--- src/rtl/brr_pkg.sv ---
package brr_pkg;

    typedef enum logic [2:0] {
        CLS_NONE,
        CLS_REL,
        CLS_CALL,
        CLS_BCLR,
        CLS_BSET
    } brr_class_e;

    typedef enum logic [1:0] {
        AM_REL,
        AM_DIR,
        AM_IDX_X,
        AM_IDX_Y
    } brr_mode_e;

    typedef struct packed {
        brr_class_e cls;
        brr_mode_e  mode;
    } brr_decode_t;

    localparam logic [7:0] OP_CALL     = 8'h8D;
    localparam logic [7:0] OP_BSET_DIR = 8'h12;
    localparam logic [7:0] OP_BCLR_DIR = 8'h13;
    localparam logic [7:0] OP_BSET_IDX = 8'h1E;
    localparam logic [7:0] OP_BCLR_IDX = 8'h1F;

    function automatic brr_decode_t brr_decode(input logic [7:0] op, input logic pfx);
        brr_decode_t d;
        d.cls  = CLS_NONE;
        d.mode = AM_REL;
        if (pfx) begin
            if (op == OP_BSET_IDX) begin
                d.cls  = CLS_BSET;
                d.mode = AM_IDX_Y;
            end else if (op == OP_BCLR_IDX) begin
                d.cls  = CLS_BCLR;
                d.mode = AM_IDX_Y;
            end
        end else if (op[7:4] == 4'h2) begin
            d.cls = CLS_REL;
        end else begin
            case (op)
                OP_CALL:     d.cls = CLS_CALL;
                OP_BSET_DIR: begin d.cls = CLS_BSET; d.mode = AM_DIR;   end
                OP_BCLR_DIR: begin d.cls = CLS_BCLR; d.mode = AM_DIR;   end
                OP_BSET_IDX: begin d.cls = CLS_BSET; d.mode = AM_IDX_X; end
                OP_BCLR_IDX: begin d.cls = CLS_BCLR; d.mode = AM_IDX_X; end
                default:     d.cls = CLS_NONE;
            endcase
        end
        return d;
    endfunction

endpackage

--- src/rtl/brr_cond_eval.sv ---
module brr_cond_eval (
    input  logic [2:0] sel_i,
    input  logic       odd_i,
    input  logic [3:0] flags_i,
    output logic       pass_o
);
    logic n_f, z_f, v_f, c_f, lt_f, base;

    always_comb begin
        n_f  = flags_i[3];
        z_f  = flags_i[2];
        v_f  = flags_i[1];
        c_f  = flags_i[0];
        lt_f = n_f ^ v_f;
        case (sel_i)
            3'd0:    base = 1'b0;
            3'd1:    base = c_f | z_f;
            3'd2:    base = c_f;
            3'd3:    base = z_f;
            3'd4:    base = v_f;
            3'd5:    base = n_f;
            3'd6:    base = lt_f;
            default: base = z_f | lt_f;
        endcase
        // odd opcodes test the condition itself, even ones its complement
        pass_o = odd_i ? base : ~base;
    end
endmodule

--- src/rtl/brr_mask_eval.sv ---
module brr_mask_eval #(
    parameter int DATA_W = 8
) (
    input  logic [DATA_W-1:0] data_i,
    input  logic [DATA_W-1:0] mask_i,
    input  logic              want_set_i,
    output logic              hit_o
);
    logic [DATA_W-1:0] miss;

    for (genvar gi = 0; gi < DATA_W; gi++) begin : g_bit
        assign miss[gi] = mask_i[gi] & (data_i[gi] ^ want_set_i);
    end

    assign hit_o = ~|miss;
endmodule

--- src/rtl/brr_target.sv ---
module brr_target #(
    parameter int PC_W   = 16,
    parameter int DISP_W = 8
) (
    input  logic [PC_W-1:0]   base_i,
    input  logic [DISP_W-1:0] disp_i,
    output logic [PC_W-1:0]   target_o
);
    localparam int EXT_W = PC_W - DISP_W;

    logic [PC_W-1:0] disp_ext;

    assign disp_ext = {{EXT_W{disp_i[DISP_W-1]}}, disp_i};
    assign target_o = base_i + disp_ext;
endmodule

--- src/rtl/branch_resolver.sv ---
module branch_resolver
    import brr_pkg::*;
#(
    parameter int PC_W      = 16,
    parameter int DISP_W    = 8,
    parameter int DATA_W    = 8,
    parameter int CYC_W     = 4,
    parameter int CYC_REL   = 3,
    parameter int CYC_CALL  = 6,
    parameter int CYC_DIR   = 6,
    parameter int CYC_IDX_X = 7,
    parameter int CYC_IDX_Y = 8
) (
    input  logic              clk,
    input  logic              rst,
    input  logic              valid_i,
    input  logic              prefix_y_i,
    input  logic [7:0]        opcode_i,
    input  logic [3:0]        flags_i,
    input  logic [DISP_W-1:0] disp_i,
    input  logic [DATA_W-1:0] mem_i,
    input  logic [DATA_W-1:0] mask_i,
    input  logic [PC_W-1:0]   next_pc_i,
    output logic              taken_o,
    output logic              illegal_o,
    output logic [PC_W-1:0]   pc_o,
    output logic [CYC_W-1:0]  cycles_o,
    output logic [3:0]        flags_o
);
    typedef struct packed {
        logic             taken;
        logic             illegal;
        logic [CYC_W-1:0] cycles;
        logic [3:0]       flags;
        logic [PC_W-1:0]  pc;
    } res_t;

    res_t        res_d, res_q;
    brr_decode_t dec;
    logic        cond_pass;
    logic        mask_hit;
    logic        is_set_form;
    logic [PC_W-1:0] target;

    assign dec         = brr_decode(opcode_i, prefix_y_i);
    assign is_set_form = (dec.cls == CLS_BSET);

    brr_cond_eval u_cond (
        .sel_i   (opcode_i[3:1]),
        .odd_i   (opcode_i[0]),
        .flags_i (flags_i),
        .pass_o  (cond_pass)
    );

    brr_mask_eval #(.DATA_W(DATA_W)) u_mask (
        .data_i     (mem_i),
        .mask_i     (mask_i),
        .want_set_i (is_set_form),
        .hit_o      (mask_hit)
    );

    brr_target #(.PC_W(PC_W), .DISP_W(DISP_W)) u_tgt (
        .base_i   (next_pc_i),
        .disp_i   (disp_i),
        .target_o (target)
    );

    always_comb begin
        res_d = res_q;
        if (valid_i) begin
            res_d.flags   = flags_i;
            res_d.illegal = 1'b0;
            res_d.taken   = 1'b0;
            res_d.cycles  = '0;
            case (dec.cls)
                CLS_REL: begin
                    res_d.taken  = cond_pass;
                    res_d.cycles = CYC_W'(CYC_REL);
                end
                CLS_CALL: begin
                    res_d.taken  = 1'b1;
                    res_d.cycles = CYC_W'(CYC_CALL);
                end
                CLS_BCLR, CLS_BSET: begin
                    res_d.taken = mask_hit;
                    case (dec.mode)
                        AM_IDX_X: res_d.cycles = CYC_W'(CYC_IDX_X);
                        AM_IDX_Y: res_d.cycles = CYC_W'(CYC_IDX_Y);
                        default:  res_d.cycles = CYC_W'(CYC_DIR);
                    endcase
                end
                default: res_d.illegal = 1'b1;
            endcase
            res_d.pc = res_d.taken ? target : next_pc_i;
        end
    end

    always_ff @(posedge clk) begin
        if (rst) res_q <= '0;
        else     res_q <= res_d;
    end

    assign taken_o   = res_q.taken;
    assign illegal_o = res_q.illegal;
    assign pc_o      = res_q.pc;
    assign cycles_o  = res_q.cycles;
    assign flags_o   = res_q.flags;
endmodule

--- config.mk ---
export PLATFORM = sky130hd
export DESIGN_NAME = branch_resolver
export DESIGN_NICKNAME = d
export VERILOG_FILES = /design/src/rtl/brr_pkg.sv /design/src/rtl/brr_cond_eval.sv /design/src/rtl/brr_mask_eval.sv /design/src/rtl/brr_target.sv /design/src/rtl/branch_resolver.sv
export SDC_FILE = /design/constraint.sdc
export NUM_CORES = 1
export LEC_CHECK = 0
export ABC_AREA = 1
export BUFFER_PORTS_ARGS = -buffer_cell sky130_fd_sc_hd__buf_2
export CORE_ASPECT_RATIO = 0.6
export CORE_UTILIZATION = 48
export CTS_BUF_LIST = sky130_fd_sc_hd__clkbuf_8
export DETAILED_ROUTE_END_ITERATION = 10
export PLACE_DENSITY = 0.8
export SLEW_MARGIN = 20
export SYNTH_ARGS = -nofsm -noshare
export SYNTH_HDL_FRONTEND = slang
export SYNTH_SLANG_ARGS = --single-unit
--- constraint.sdc ---
create_clock -name clk -period 1.71 [get_ports clk]
set_input_delay 0.171 -clock clk [delete_from_list [all_inputs] [get_ports clk]]
set_output_delay 0.171 -clock clk [all_outputs]
set_load 0.01 [all_outputs]
==> impl_metrics.tcl <==
set metrics [dict create \
    clock_latency_ns 0.28 \
    viasPerCell 5.12 \
    start_kind "input port" \
    slowest_stage "nor3_1" \
    rsz0062_at_grt "false" \
    drc 0 \
    synth.avg_cell_area_um2 6.20 \
    crit_path_end_kind "register" \
    syn-num-nets 470 \
    r2r_setup_slack_ns 1.04 \
    antenna_found_initial 0 \
    synth-edff-count 0 \
    maxCapViolations 0 \
    async_flop_share 0 \
    final_net_count 581 \
    seq_area_frac_synth 0.211 \
    p_per_area_mw_per_mm2 587 \
    die_w_um 94.5 \
    yosysWarnings 0 \
    drive_above_1_share 0.313 \
    cp.required_ns 1.90 \
    dr.pass1.iters 4 \
    route.vias.total 2922 \
    io_pins 82 \
    setup_viol 0 \
    slew_viol_final 0 \
    gp_congestion 0.952 \
    power_leakage_uw 0.00184 \
    diodes 0 \
    yosys.area.top_type_share 0.211 \
    synth-xor-area-share 0.0426 \
    grt_max_degree 32 \
    cts.path.max_buffers 2 \
    crit_path_frequent_cell "nand2_1" \
    ctsHoldBuffers 0 \
    ys.flop_type "dfxtp_1" \
    crit-reg2reg-launch "pc_o[12]" \
    synth.area.top_cells "dfxtp_1 21%, nand2_1 16%, inv_1 7.8%" \
    syn_to_final_growth_pct 31.7 \
    layout_min_cycle_time_ns 1.59 \
    slew_headroom 0.642 \
    vdd_drop_max_mv 0.353 \
    whs_ns 0.168 \
    io_buffers 81 \
    core_mm2 0.00475 \
    synth_area_mm2 0.00247 \
    netlist_instances 398 \
    cts_tree "yes" \
    ys_ff_latch 26 \
    netlist_top_cells_count "106 x nand2_1, 51 x inv_1, 48 x nor2_1" \
    yosysMostFrequentCell "nand2_1" \
    grt_use_total 0.287 \
    wl_per_cell_um 12.6 \
    synth_cell_types 40 \
    finalClockSkew_ns 0 \
    cts_sinks 26 \
    synth_compound_area_frac 0.129 \
    cts-htree-levels 1 \
    cts_root_buf "clkbuf_8" \
    path_max_fanout 5 \
    crit_start "opcode_i[5]" \
    fmaxAchievable_ghz 0.629 \
    fin_util 0.683 \
    hold_depth 3 \
    worstRegToRegCells 4 \
    fin_setup_tns_ns 0 \
    synthAdderAreaFrac 0.0842 \
    critical_path_class "input port to register" \
    start_util 0.519 \
    worstMarginPinSlew_ns 0.537 \
    die_area_mm2 0.00544 \
    hold_viol_final 0 \
    crit_path_cell_trace "buf_2 > inv_1 > nand2_1 > nor3_1 > nand2_1 > o211ai_1 > nand2_2 > nand3_4 > buf_4 > nand2_2 > o21ai_2 > nand2_1 > nand2_1 > inv_1" \
    synthMuxAreaShare 0 \
    drt.antenna.violating_nets 0 \
    period_share 0.930 \
    synth-simple-area-share 0.418 \
    min-delay-start "flags_i[2]" \
    drtIter0Drc 229 \
    synth_top_family_by_area "simple AND/OR/NAND/NOR gates" \
    overflow 0 \
    rows 19 \
    grt_first_pass_wirelength_um 12300 \
    critPathArrivalTime_ns 1.78 \
    max_stage_delay_ns 0.37 \
    path_clk_slew_ns 0.10 \
    die_h_um 57.5 \
    synth_area_leader_cell "dfxtp_1" \
    status "finished, final reports clean" \
    hold_class "input port to register" \
    dp_hpwl_um 5870 \
    grt_pass1_vias 2614 \
    wirelength_um 7210 \
    cts_made_buffers 3 \
]
-- flip-flops by register name, summed over array words and instances, names as in the netlist --
name / count
pc_o: 16
cycles_o: 4
flags_o: 4
illegal_o: 1
taken_o: 1
-- worst paths after layout --
kind            endpoint
max reg2reg     pc_o[12]
min           flags_o[2]
max              pc_o[5]
min reg2reg  cycles_o[2]
-- power by group --
part           switching [µW]  total, µW  internal (µW)
Clock                     216        529            314
Combinational             410        716            306
Sequential               17.3        661            643
Total                     643       1910           1260
-- placed cells by master, fill, tap and decap left out, types with 3 or more instances in the layout --
| cell | instances |
|---|---|
| nand2_1 | 104 |
| buf_2 | 81 |
| inv_1 | 50 |
| nor2_1 | 48 |
| buf_4 | 33 |
| nand3_1 | 29 |
| a21oi_1 | 28 |
| dfxtp_1 | 26 |
| o21ai_0 | 17 |
| ha_1 | 14 |
| nand2_2 | 13 |
| xor2_1 | 11 |
| nand4_1 | 8 |
| nand3_2 | 5 |
| o21ai_2 | 3 |
| clkbuf_8 | 3 |
-- cell families after synthesis --
group	after synthesis
xor gates and xnor gates	12
adders and majority gates	16
DFF	26
AOI/OAI and AO/OA	58
and+or+nand+nor	223
buffers and inverters	63
-- per-layer routing --
metal	routed length, µm	track usage
met1	3660	0.434
met2	2840	0.412
met3	623	0.0693
met4	84	0.0519
met5	0	0
-- worst max-delay path, delay by kind of cell --
family	cells	cell delay, ns
AO/OA/AOI/OAI	2	0.17
buffers and inverters	4	0.39
AND/OR/NAND/NOR	8	1.05
-- final cells by class --
cell class | count | area [µm²]
Multi-Input combinational cell | 309 | 1680
Timing Repair Buffer | 116 | 693
Tap cell | 63 | 78.8
Fill cell | 441 | 1510
Sequential cell | 26 | 520
Clock buffer | 3 | 41.3
Inverter | 53 | 199
Clock inverter | 1 | 30.0
-- what timing repair did --
| action | in CTS | in global routing |
|---|---|---|
| gates resized for setup | 0 | 8 |
| buffers inserted | 0 | 0 |
| setup endpoints to repair | 0 | 4 |
-- metrics by stage --
step | worst slack [ns] | total power [µW] | instances | cell area (µm²)
final | 0.119 | 1910 | 571 | 3250
after floorplan | 0.0754 | 1090 | 398 | 2470
after CTS | 0.0653 | 1890 | 571 | 3220
after global placement | -0.126 | 1350 | 567 | 3150
after detailed placement | -0.220 | 1370 | 567 | 3150
after global routing | 0.00120 | 2030 | 571 | 3250
Note: power is estimated with default switching activity, not from simulation.
